## config.mk

```make
export PLATFORM = sky130hd
export DESIGN_NAME = ext_irq_sense
export DESIGN_NICKNAME = d
export VERILOG_FILES = /design/src/rtl/ext_irq_pkg.sv /design/src/rtl/ext_irq_sync.sv /design/src/rtl/ext_irq_line.sv /design/src/rtl/ext_irq_sense.sv
export SDC_FILE = /design/constraint.sdc
export NUM_CORES = 1
export LEC_CHECK = 0
export CAP_MARGIN = 10
export CORE_MARGIN = 1
export CORE_UTILIZATION = 38
export DETAILED_ROUTE_END_ITERATION = 10
export PLACE_DENSITY = 0.86
export SYNTH_ARGS = -nofsm -noshare
export SYNTH_HDL_FRONTEND = slang
export SYNTH_HIERARCHICAL = 1
export SYNTH_SLANG_ARGS = --single-unit
```

## constraint.sdc

```tcl
create_clock -name clk -period 1.5 [get_ports clk]
set_clock_uncertainty 0.15 [all_clocks]
set_input_delay 0.3 -clock clk [delete_from_list [all_inputs] [get_ports clk]]
set_output_delay 0.3 -clock clk [all_outputs]
set_load 0.005 [all_outputs]
```

## src/rtl/ext_irq_pkg.sv

```systemverilog
package ext_irq_pkg;
  typedef enum logic [1:0] {
    SENSE_LOW  = 2'b00,
    SENSE_NONE = 2'b01,
    SENSE_FALL = 2'b10,
    SENSE_RISE = 2'b11
  } sense_e;
endpackage

```

## src/rtl/ext_irq_sync.sv

```systemverilog
module ext_irq_sync #(
  parameter int   STAGES  = 2,
  parameter logic RST_VAL = 1'b1
) (
  input  logic clk,
  input  logic rst_n,
  input  logic async_i,
  output logic sync_o
);
  logic [STAGES-1:0] chain_q;

  always_ff @(posedge clk or negedge rst_n) begin
    if (!rst_n) chain_q <= {STAGES{RST_VAL}};
    else        chain_q <= {chain_q[STAGES-2:0], async_i};
  end

  assign sync_o = chain_q[STAGES-1];
endmodule

```

## src/rtl/ext_irq_line.sv

```systemverilog
module ext_irq_line
  import ext_irq_pkg::*;
(
  input  logic       clk,
  input  logic       rst_n,
  input  logic       pin_sync_i,
  input  logic [1:0] mode_i,
  input  logic       en_i,
  input  logic       io_en_i,
  input  logic       clr_i,
  output logic       flag_o,
  output logic       req_o
);
  logic prev_q, flag_q;
  logic fell, rose, hit;

  always_ff @(posedge clk or negedge rst_n) begin
    if (!rst_n) prev_q <= 1'b1;
    else        prev_q <= pin_sync_i;
  end

  assign fell = prev_q & ~pin_sync_i;
  assign rose = ~prev_q & pin_sync_i;

  always_comb begin
    hit = 1'b0;
    if (io_en_i && en_i) begin
      unique case (mode_i)
        SENSE_FALL: hit = fell;
        SENSE_RISE: hit = rose;
        default:    hit = 1'b0;
      endcase
    end
  end

  // set has priority over a write-one-to-clear on the same edge
  always_ff @(posedge clk or negedge rst_n) begin
    if (!rst_n) flag_q <= 1'b0;
    else        flag_q <= hit | (flag_q & ~clr_i);
  end

  always_comb begin
    req_o = 1'b0;
    if (en_i) begin
      unique case (mode_i)
        SENSE_LOW:              req_o = ~pin_sync_i;
        SENSE_FALL, SENSE_RISE: req_o = flag_q;
        default:                req_o = 1'b0;
      endcase
    end
  end

  assign flag_o = flag_q;

  a_r5_flag_sticky: assert property (@(posedge clk) disable iff (!rst_n)
    (flag_q && !clr_i) |=> flag_q);
  a_r6_no_edge_halted: assert property (@(posedge clk) disable iff (!rst_n)
    (!io_en_i && !flag_q) |=> !flag_q);
  a_r7_level_no_flag: assert property (@(posedge clk) disable iff (!rst_n)
    (mode_i == SENSE_LOW && !flag_q) |=> !flag_q);
  a_r2_reserved_quiet: assert property (@(posedge clk) disable iff (!rst_n)
    (mode_i == SENSE_NONE) |-> !req_o);
  a_r10_disabled_quiet: assert property (@(posedge clk) disable iff (!rst_n)
    !en_i |-> !req_o);
endmodule

```

## src/rtl/ext_irq_sense.sv

```systemverilog
module ext_irq_sense
  import ext_irq_pkg::*;
#(
  parameter int NUM_LINES   = 4,
  parameter int SYNC_STAGES = 2,
  localparam int MODE_W     = 2 * NUM_LINES
) (
  input  logic                 clk,
  input  logic                 rst_n,
  input  logic [NUM_LINES-1:0] pin_i,
  input  logic [MODE_W-1:0]    mode_i,
  input  logic [NUM_LINES-1:0] en_i,
  input  logic                 clk_io_en_i,
  input  logic [NUM_LINES-1:0] flag_clr_i,
  output logic [NUM_LINES-1:0] flag_o,
  output logic [NUM_LINES-1:0] req_o,
  output logic                 wake_o
);
  logic [NUM_LINES-1:0] pin_sync;
  logic [NUM_LINES-1:0] lvl_wake;

  for (genvar i = 0; i < NUM_LINES; i++) begin : g_line
    ext_irq_sync #(.STAGES(SYNC_STAGES), .RST_VAL(1'b1)) u_sync (
      .clk     (clk),
      .rst_n   (rst_n),
      .async_i (pin_i[i]),
      .sync_o  (pin_sync[i])
    );

    ext_irq_line u_line (
      .clk        (clk),
      .rst_n      (rst_n),
      .pin_sync_i (pin_sync[i]),
      .mode_i     (mode_i[2*i +: 2]),
      .en_i       (en_i[i]),
      .io_en_i    (clk_io_en_i),
      .clr_i      (flag_clr_i[i]),
      .flag_o     (flag_o[i]),
      .req_o      (req_o[i])
    );

    // clockless path: raw pin, no register
    assign lvl_wake[i] = en_i[i] && (mode_i[2*i +: 2] == SENSE_LOW) && !pin_i[i];
  end

  assign wake_o = |lvl_wake;

  a_r1_reset_clean: assert property (@(posedge clk) disable iff (!rst_n)
    $rose(rst_n) |-> (flag_o == '0));
endmodule

```

After elaboration in Yosys (flattened, before gate mapping)
Index checks and enable logic that the tools add are counted.
Widths: inputs -> output; s select.
{"block": "classes", "n_addsub": 0, "mul": 0, "div_mod_pow": 0, "order_cmp": 0, "n_eq_ne": 8, "shifts": 0, "muxes": 16, "bitwise_logic": 28, "reduce_logical": 25}
{"operator": "$eq 2x2->1 const B", "n": 8}
{"operator": "$pmux 1 s2", "n": 8}
{"operator": "$and 1x1->1", "n": 12}
{"operator": "$logic_and 1x1->1", "n": 12}
{"operator": "$not 1->1", "n": 12}
{"operator": "$logic_not 2->1", "n": 4}
{"operator": "$mux 1", "n": 8}
{"operator": "$reduce_or 2->1", "n": 4}
{"operator": "$logic_not 1->1", "n": 4}
{"operator": "$or 1x1->1", "n": 4}
{"operator": "$reduce_or 4->1", "n": 1}
{"block": "totals", "reg_bits": 16, "latchBits": 0, "ramBits": 0, "mem_bits_ro": 0, "inputBits": 23, "output_inout_bits": 9, "memories": 0}

Longest topological paths before layout
Gate-level depths: netlist (run 1).
{"block": "logic_depth", "ltp_word": 5, "ltp_mapped": 3}

Cells and area by module
The synthesis (run 1) kept the hierarchy.
{"module": "ext_irq_line", "instances": 4, "cells_per_inst": 11, "area_each_um2": 100.1, "seq_area_each_um2": 51.3}
{"module": "ext_irq_sync", "instances": 4, "cells_per_inst": 2, "area_each_um2": 52.6, "seq_area_each_um2": 52.6}
{"module": "ext_irq_sense", "instances": 1, "cells_per_inst": 5, "area_each_um2": 42.5, "seq_area_each_um2": 0.0}

Worst setup path after synthesis (run 1)
Ideal clock, no wire load.
{"block": "synth_path", "path_kind": "input to output", "from": "input port en_i[3]", "to": "output port wake_o", "t_arrival_ns": 0.942, "required_ns": 1.050, "slack_ns": 0.108, "path_stages": 2, "cell_sequence": "nor4b_1 -> or4_1"}
{"block": "synth_between", "elab_chain_len": 3}
{"element": "start, declared", "line": "ext_irq_sense.sv:12", "text": "input logic [NUM_LINES-1:0] en_i,"}
{"element": "$logic_and 1x1->1 (2 in a row)", "line": "ext_irq_sense.sv:43", "text": "assign lvl_wake[i] = en_i[i] && (mode_i[2*i +: 2] == SENSE_LOW) && !pin_i[i];"}
{"element": "$reduce_or 4->1", "line": "ext_irq_sense.sv:46", "text": "assign wake_o = |lvl_wake;"}
{"element": "end, declared", "line": "ext_irq_sense.sv:17", "text": "output logic wake_o"}
Every way passes these cells.

Worst setup path after layout (run 1)
{"block": "layout_path", "from": "register g_line[0].u_sync.chain_q[1]", "to": "output port req_o[0]"}
{"block": "layout_between", "elab_chain_len": 3}
{"element": "start, declared", "line": "ext_irq_sync.sv:10", "text": "logic [STAGES-1:0] chain_q;"}
{"element": "start signal, assigned", "line": "ext_irq_sync.sv:13", "text": "if (!rst_n) chain_q <= {STAGES{RST_VAL}};"}
{"element": "start signal, assigned", "line": "ext_irq_sync.sv:14", "text": "else chain_q <= {chain_q[STAGES-2:0], async_i};"}
{"element": "$not 1->1", "line": "ext_irq_line.sv:46", "text": "SENSE_LOW: req_o = ~pin_sync_i;"}
{"element": "$pmux 1 s2", "line": "ext_irq_line.sv:45", "text": "unique case (mode_i)"}
{"element": "$mux 1", "line": "ext_irq_line.sv:44", "text": "if (en_i) begin"}
{"element": "end, declared", "line": "ext_irq_sense.sv:16", "text": "output logic [NUM_LINES-1:0] req_o,"}
Every way passes these cells.

==> results.json, run 1 <==
{
  "status": "finished with violations",
  "violations": "DRC, setup timing",
  "syn_nets": 80,
  "syn_to_final_growth_pct": 85.4,
  "synth_cell_types": 12,
  "maxSlewHeadroom": 0.860,
  "clk_latency_ps": 300,
  "worstPathRequired_ps": 1050,
  "die_w_um": 43.5,
  "num_vias": 705,
  "worstSetupStartpoint": "g_line[0].u_sync/chain_q[1]$_DFF_PN1_",
  "rows": 14,
  "cts_htree_levels": 1,
  "nets": 143,
  "period_share": 1.12,
  "drv_cap": 0,
  "p_leak_nw": 0.578,
  "p_per_area_mw_per_mm2": 754,
  "fmax_ghz": 0.593,
  "cts_tree": "yes",
  "hp-start": "pin_i[0]",
  "layout_common_cells": "buf_4 (24), buf_2 (14), dfstp_2 (12)",
  "syn_inst": 57,
  "path_class": "reg -> out",
  "grt_max_degree": 17,
  "holdWs_ps": 85.0,
  "final_hold_viol_count": 0,
  "report.final.slew_viol_count": 0,
  "cp-end-kind": "output pin",
  "worst_slack_ps": -185,
  "drc": 2,
  "yosysTopAreaCell": "dfstp_2",
  "ys_top_cells_by_area": "dfstp_2 (48%), dfrtp_1 (15%), a21oi_1 (6.1%)",
  "dr.pass1.iters": 6,
  "core_mm2": 0.00156,
  "cts_buffer_depth": 2,
  "wl_per_cell_um": 14.9,
  "synth_top_area_share": 0.483,
  "ys_ff_latch": 16,
  "ir_worst_vdd_uv": 572,
  "drt-total-wl_um": 2010,
  "cts_sinks": 16,
  "port_buffers": 31,
  "cts-root-buf": "clkbuf_4",
  "yosysWarnings": 6,
  "hold_path_class": "in -> reg",
  "fin_util": 0.777,
  "antenna_left": 0,
  "die_height_um": 43.5,
  "grt-ovfl-total": 0,
  "drt_iter0_markers": 4,
  "gp_congestion": 0.804,
  "cp-start-kind": "flip-flop",
  "synth_area_um2": 653,
  "fin_crit_ps": 1690,
  "drive_gt1_frac": 0.580,
  "final_common_cell": "buf_4",
  "worst_pin_slew_ps": 209,
  "r2r-start": "g_line[1].u_sync/chain_q[1]$_DFF_PN1_",
  "cp.arrival_ps": 1240,
  "grt_pass1_wl_um": 3110,
  "yosysSeqAreaShare": 0.636,
  "initial_core_util": 0.419,
  "grt_pass1_vias": 721,
  "critical_path.max_fanout": 2,
  "track_usage": 0.235,
  "finalSetupViolCount": 5,
  "avgViaCountPerCell": 5.22,
  "cts_made_buffers": 3,
  "clk_pin_slew_worst_paths_ps": 100,
  "ios": 32,
  "rsz0062_at_grt": "true",
  "syn_area_per_cell_um2": 11.5,
  "dieArea_mm2": 0.00189,
  "design_area_mm2": 0.00121,
  "place.detailed.hpwl_um": 1320,
  "antenna_found_initial": 0,
  "placed_area_mm2": 0.00113,
  "diodes": 0
}
-- flip-flops by register name (all words and copies together) (netlist names) --
signal,flops
g_line.u_line/flag_o,4
g_line.u_line/prev_q,4
g_line.u_sync/chain_q,8
-- Yosys cell counts (all sizes together) --
library cell  count
nor4b             4
nor2b             4
nand3             4
o22ai             4
dfstp            12
nor3              4
dfrtp             4
a21oi             8
nor2              4
or4               1
and3b             4
inv               4
-- metal layers --
metal	vias up	global-route usage	share of wire
met5	-	0	0
met4	0	0.138	0.046
met3	8	0.0583	0.051
met2	29	0.409	0.52
met1	335	0.259	0.38
li1	333	-	-
-- worst max-delay path, cell delays in order (launching register included) --
cell and delay [ps]:
dfstp_2 550, nor3_2 40, a21oi_2 130, nor2b_1 90, buf_2 130
-- final timing paths --
check / to / slack (ps) / depth (start not counted)
worst max-delay path: req_o[0] / -190 / 4
worst min-delay path: g_line[0].u_sync/chain_q[0]$_DFF_PN1_ / 90 / 2
worst max register to register: g_line[1].u_line/flag_o$_DFF_PN0_ / 170 / 5
worst min register to register: g_line[1].u_sync/chain_q[1]$_DFF_PN1_ / 210 / 0
max in group asynchronous: g_line[3].u_sync/chain_q[0]$_DFF_PN1_ / 780 / 2
min in group asynchronous: g_line[1].u_line/flag_o$_DFF_PN0_ / 150 / 2
-- metrics by stage --
| stage | setup WS, ps | power (mW) | std cells | setup TNS [ps] |
|---|---|---|---|---|
| after global placement | -818 | 0.652 | 123 | -3570 |
| after floorplan | 108 | 0.513 | 57 | 0 |
| after CTS | -140 | 0.907 | 132 | -642 |
| final | -185 | 0.913 | 135 | -714 |
| after detailed placement | -810 | 0.659 | 123 | -3830 |
| after global routing | -217 | 0.951 | 135 | -893 |
-- where the power goes --
group          switching (mW)  internal (mW)  total, mW  leakage (nW)
Sequential             0.0106          0.465      0.476         0.181
Clock                   0.144          0.104      0.248        0.0150
Combinational          0.0776          0.113      0.190         0.382
-- logic make-up (layout without fill, tap and decap cells) --
| group | Yosys count | in the layout | synth area share |
|---|---|---|---|
| simple gates | 25 | 25 | 0.241 |
| flops | 16 | 16 | 0.636 |
| buf+inv | 4 | 66 | 0.0230 |
| compound gates | 12 | 12 | 0.0996 |
-- repair_timing --
action                                  CTS  global route
gates resized for setup                  88            12
pin swaps                                 1             1
hold endpoints to repair                  1             2
buffers inserted                          4             1
endpoints found under the setup margin    9             6
cloned                                    0             0
hold buffers                              1             2
-- area by class of cell --
cell class | instances | area, µm²
inverters | 4 | 15.0
fillers | 105 | 348
well taps | 16 | 20.0
flip-flops and latches | 16 | 415
repair buffers | 58 | 433
clock buffers | 4 | 26.3
multi-input cells | 37 | 302
(Power assumes the default switching activity.)
==> run 2, diff against run 1 <==
Settings changed: ABC_AREA set to 1, CORE_UTILIZATION 38 to 40.
==> results.json, run 2 <==
{
  "status": "finished with violations",
  "violations": "setup timing",
  "worstPathRequired_ps": 1050,
  "p_int_uw": 700,
  "p_leak_nw": 0.683,
  "port_buffers": 31,
  "worst_pin_slew_ps": 199,
  "num_vias": 764,
  "ios": 32,
  "fin_crit_ps": 1560,
  "antenna_left": 0,
  "rsz0062_at_grt": "true",
  "crit_family": "flip-flops",
  "yosysSeqAreaShare": 0.538,
  "grt_pass1_vias": 687,
  "maxSlewHeadroom": 0.867,
  "path_class": "reg -> out",
  "drv_cap": 0,
  "wl_per_cell_um": 9.90,
  "worst_path_most_repeated_cell": "nor2_1",
  "report.final.slew_viol_count": 0,
  "place.detailed.hpwl_um": 1370,
  "cts_htree_levels": 1,
  "power_switching_uw": 217,
  "yosysMostFrequentCell": "nand2_1",
  "power_frac_seq": 0.521,
  "clk_pin_slew_worst_paths_ps": 90,
  "fmax_ghz": 0.641,
  "rows": 15,
  "n_fill_cell": 160,
  "cts_sinks": 16,
  "regMostFlops": "g_line.u_sync/chain_q",
  "core_mm2": 0.00176,
  "final_hold_viol_count": 0,
  "period_share": 1.04,
  "cp-end-kind": "output pin",
  "syn_inst": 107,
  "drc": 0,
  "cp-start-kind": "flip-flop",
  "layout.cells.non_filler": 176,
  "antenna_found_initial": 0,
  "ys_async_sr_fraction": 1.00,
  "clk_latency_ps": 280,
  "yosysWarnings": 6,
  "avgViaCountPerCell": 4.34,
  "gp_congestion": 0.700,
  "placed_area_mm2": 0.00118,
  "initial_core_util": 0.438,
  "cts_made_buffers": 3,
  "synth_top_area_share": 0.408,
  "yosysTopAreaCell": "dfstp_2",
  "drt-total-wl_um": 1740,
  "cp.buffers_inverters": 1,
  "critical_path.max_fanout": 2,
  "dieArea_mm2": 0.00211,
  "grt_max_degree": 17,
  "syn_nets": 130,
  "finalSetupViolCount": 4,
  "synth_cell_types": 8,
  "netlist_top_cells_count": "nand2_1 (29), inv_1 (28), nor2_1 (22)",
  "hold_path_class": "in -> reg",
  "design_area_mm2": 0.00117,
  "hold_buffers": 0,
  "track_usage": 0.188,
  "synth_ff_type": "dfstp_2",
  "cp_cell_sequence": "nor2_1 -> nor2_1 -> nor2_1 -> buf_2",
  "finalPower_uw": 917,
  "layout_common_cells": "nand2_1 (29), inv_1 (28), nor2_1 (21)",
  "worst_slack_ps": -59.7,
  "diodes": 0,
  "drt_iter0_markers": 8,
  "ys_top_cells_by_area": "dfstp_2 (41%), nand2_1 (14%), inv_1 (14%)",
  "synth_area_um2": 772,
  "cp.arrival_ps": 1110,
  "grt-ovfl-total": 0,
  "syn_area_per_cell_um2": 7.21,
  "largest_reg_flops": 8,
  "die_w_um": 45.9,
  "p_clk_frac": 0.304,
  "syn_to_final_growth_pct": 52.2,
  "nets": 175,
  "ir_worst_vdd_uv": 679,
  "die_height_um": 45.9,
  "p_per_area_mw_per_mm2": 780,
  "swShare": 0.237,
  "grt_pass1_wl_um": 2710,
  "dr.pass1.iters": 3,
  "cp_slowest_cell": "dfstp_2",
  "cts-root-buf": "clkbuf_4",
  "pwr-share-comb": 0.175,
  "cts_tree": "yes",
  "slowest_delay_ps": 540,
  "cts_setup_buffers": 0,
  "drive_gt1_frac": 0.205,
  "synth_edf_count": 0,
  "placed_cells": 172,
  "cts_buffer_depth": 2,
  "final_common_cell": "nand2_1",
  "ys_ff_latch": 16
}
[run 2: cell types whose count changed in the layout (fill, tap and decap cells not counted), moves of 7 or more]
cell / delta
buf_4: -15
a21oi_1: -7
nor2_1: +17
nand2_1: +29
inv_1: +24
dlygate4sd2_1: +14
buf_2: -9
[run 2: final timing paths]
| check | slack, ps | from | endpoint | cells after the start |
|---|---|---|---|---|
| hold / removal | 110 | pin_i[3] | g_line[3].u_sync/chain_q[0]$_DFF_PN1_ | 1 |
| min in group asynchronous | 170 | rst_n | g_line[0].u_line/flag_o$_DFF_PN0_ | 2 |
| max in group asynchronous | 780 | rst_n | g_line[3].u_sync/chain_q[1]$_DFF_PN1_ | 2 |
| setup reg to reg | 360 | g_line[3].u_sync/chain_q[1]$_DFF_PN1_ | g_line[3].u_line/flag_o$_DFF_PN0_ | 5 |
| setup / recovery | -60 | g_line[1].u_sync/chain_q[1]$_DFF_PN1_ | req_o[1] | 4 |
| hold reg to reg | 210 | g_line[1].u_sync/chain_q[0]$_DFF_PN1_ | g_line[1].u_sync/chain_q[1]$_DFF_PN1_ | 0 |
[run 2: metal layers]
| layer | wire (µm) | track usage | share of wire | vias to the layer above |
|---|---|---|---|---|
| li1 | - | - | - | 399 |
| met1 | 763 | 0.224 | 0.44 | 342 |
| met2 | 864 | 0.304 | 0.50 | 19 |
| met3 | 70 | 0.0357 | 0.040 | 4 |
| met4 | 44 | 0.124 | 0.025 | 0 |
| met5 | 0 | 0 | 0 | - |
[run 2: what timing repair did]
item,in CTS,in global routing
pin swaps,8,3
endpoints found under the setup margin,9,5
resized for setup,41,3
[run 2: logic make-up after synthesis]
group	synth area share
compound gates	0.0519
buf+inv	0.136
flops	0.538
simple gates	0.274
[run 2: power groups by stage]
| stage | logic (mW) | registers, mW | clock network [mW] |
|---|---|---|---|
| global route | 0.180 | 0.480 | 0.302 |
| CTS | 0.160 | 0.477 | 0.289 |
| finish | 0.161 | 0.477 | 0.279 |
| floorplan | 0.0502 | 0.485 | 0 |
| detailed placement | 0.186 | 0.485 | 0 |
| global placement | 0.180 | 0.483 | 0 |
[run 2: area by class of cell]
class	instances	area, µm²	area share
flip-flops and latches	16	415	0.354
repair buffers	40	333	0.283
clock buffers	4	36.3	0.0309
inverters	28	105	0.0895
well taps	25	31.3	0.0266
multi-input cells	63	254	0.216
[run 2: stage by stage]
step	TNS [ps]	hold WS [ps]	utilization	setup WS [ps]
6_report	-213	107	0.666	-59.7
5_1_grt	-484	109	0.666	-142
4_1_cts	-303	101	0.663	-84.4
3_5_place_dp	-2490	197	0.670	-557
3_3_place_gp	-2430	195	0.670	-561
2_1_floorplan	0	-146	-	365
[run 2: worst reg2reg max path: cells and delay by family (launching register included)]
kind                   cells  cell delay, ps
DFF                        1             540
and+or+nand+nor            4             280
buffers and inverters      1             120
==> run 3, diff against run 2 <==
Settings changed: RECOVER_POWER set to 25.
==> results.json, run 3 (synthesized netlist as in run 2, its figures left out) <==
{
  "cts_setup_buffers": 0,
  "layout_common_cells": "nand2_1 (29), inv_1 (28), nor2_1 (21)",
  "cp-end-kind": "output pin",
  "critical_path.max_fanout": 2,
  "grt_pass1_wl_um": 2710,
  "cp.buffers_inverters": 1,
  "multi_input_area_um2": 254,
  "cp_slowest_cell": "dfstp_2",
  "port_buffers": 31,
  "num_vias": 764,
  "fin_crit_ps": 1560,
  "cts-root-buf": "clkbuf_4",
  "cts_sinks": 16,
  "drt_iter0_markers": 8,
  "cts_made_buffers": 3,
  "regMostFlops": "g_line.u_sync/chain_q",
  "rows": 15,
  "rsz0062_at_grt": "true",
  "antenna_found_initial": 0,
  "path_class": "reg -> out",
  "grt_max_degree": 17,
  "fin_tns_setup_ps": -212,
  "dr.pass1.iters": 3,
  "antenna_left": 0,
  "diodes": 0,
  "final_common_cell": "nand2_1",
  "pre_cts_ws_ps": -557,
  "syn_to_final_growth_pct": 51.7,
  "worst_slack_ps": -59.5,
  "grt-ovfl-total": 0,
  "die_height_um": 45.9,
  "nets": 175,
  "worst_path_most_repeated_cell": "nor2_1",
  "core_mm2": 0.00176,
  "track_usage": 0.188,
  "cp_cell_sequence": "nor2_1 -> nor2_1 -> nor2_1 -> buf_2",
  "cp-start-kind": "flip-flop",
  "drv_cap": 0,
  "status": "finished with violations",
  "fmax_ghz": 0.641,
  "clk_latency_ps": 280,
  "cts_htree_levels": 1,
  "cts_tree": "yes",
  "hold_path_class": "in -> reg",
  "gp_congestion": 0.700,
  "clk_pin_slew_worst_paths_ps": 90,
  "worst_pin_slew_ps": 821,
  "wl_per_cell_um": 9.90,
  "initial_core_util": 0.438,
  "period_share": 1.04,
  "slowest_delay_ps": 540,
  "p_leak_nw": 0.679,
  "drive_gt1_frac": 0.199,
  "p_per_area_mw_per_mm2": 781,
  "regArea_um2": 415,
  "n_fill_cell": 161,
  "crit_family": "flip-flops",
  "grt_pass1_vias": 687,
  "final_hold_viol_count": 0,
  "largest_reg_flops": 8,
  "place.detailed.hpwl_um": 1370,
  "worstPathRequired_ps": 1050,
  "drc": 0,
  "drt-total-wl_um": 1740,
  "violations": "setup timing",
  "ios": 32,
  "hold_buffers": 0,
  "cts_buffer_depth": 2,
  "cp.arrival_ps": 1110,
  "maxSlewHeadroom": 0.452,
  "die_w_um": 45.9,
  "finalSetupViolCount": 4,
  "avgViaCountPerCell": 4.34,
  "ir_worst_vdd_uv": 674,
  "dieArea_mm2": 0.00211,
  "report.final.slew_viol_count": 0
}
-- run 3: repair_timing --
item / in CTS / in global routing
pin swaps: 8 / 3
resized for setup: 41 / 3
endpoints found under the setup margin: 9 / 5
-- run 3: cell type report --
type | count | share of cell area
Timing Repair Buffer | 40 | 0.281
Multi-Input combinational cell | 63 | 0.217
Sequential cell | 16 | 0.355
Clock buffer | 4 | 0.0310
Inverter | 28 | 0.0897
Tap cell | 25 | 0.0267
-- run 3: worst paths after layout --
kind,start,to,slack [ps],cells past startpoint
setup / recovery,g_line[1].u_sync/chain_q[1]$_DFF_PN1_,req_o[1],-60,4
hold / removal,pin_i[3],g_line[3].u_sync/chain_q[0]$_DFF_PN1_,110,1
setup reg to reg,g_line[3].u_sync/chain_q[1]$_DFF_PN1_,g_line[3].u_line/flag_o$_DFF_PN0_,360,5
hold reg to reg,g_line[1].u_sync/chain_q[0]$_DFF_PN1_,g_line[1].u_sync/chain_q[1]$_DFF_PN1_,210,0
max in group asynchronous,rst_n,g_line[3].u_line/flag_o$_DFF_PN0_,230,2
min in group asynchronous,rst_n,g_line[0].u_line/flag_o$_DFF_PN0_,460,2
-- run 3: worst register-to-register path: stages, from the launching register on --
cell and delay, ps:
dfstp_2 540, buf_4 120, nand2_1 50, nand2_1 60, nand3_1 90, nand2_1 80
-- run 3: per-layer routing --
| metal | routed length, µm | up-vias | global-route usage | share of wire |
|---|---|---|---|---|
| met2 | 864 | 19 | 0.304 | 0.50 |
| met5 | 0 | - | 0 | 0 |
| met1 | 763 | 342 | 0.224 | 0.44 |
| met4 | 44 | 0 | 0.124 | 0.025 |
| li1 | - | 399 | - | - |
| met3 | 70 | 4 | 0.0357 | 0.040 |
-- run 3: where the power goes --
group	total (mW)	switching, mW	internal [mW]	leakage (nW)
sequential	0.477	0.0109	0.466	0.181
combinational	0.159	0.0749	0.0840	0.478
clock	0.279	0.131	0.148	0.0210
total	0.915	0.217	0.698	0.679
-- run 3: stage by stage --
| step | cell area (µm²) | std cells | hold WS [ps] | utilization | total power [mW] |
|---|---|---|---|---|---|
| after floorplan | 772 | 107 | -146 | - | 0.536 |
| after global placement | 1180 | 172 | 195 | 0.670 | 0.663 |
| after detailed placement | 1180 | 172 | 197 | 0.670 | 0.671 |
| after CTS | 1170 | 176 | 101 | 0.663 | 0.926 |
| after global routing | 1170 | 176 | 109 | 0.664 | 0.961 |
| final | 1170 | 176 | 107 | 0.664 | 0.915 |
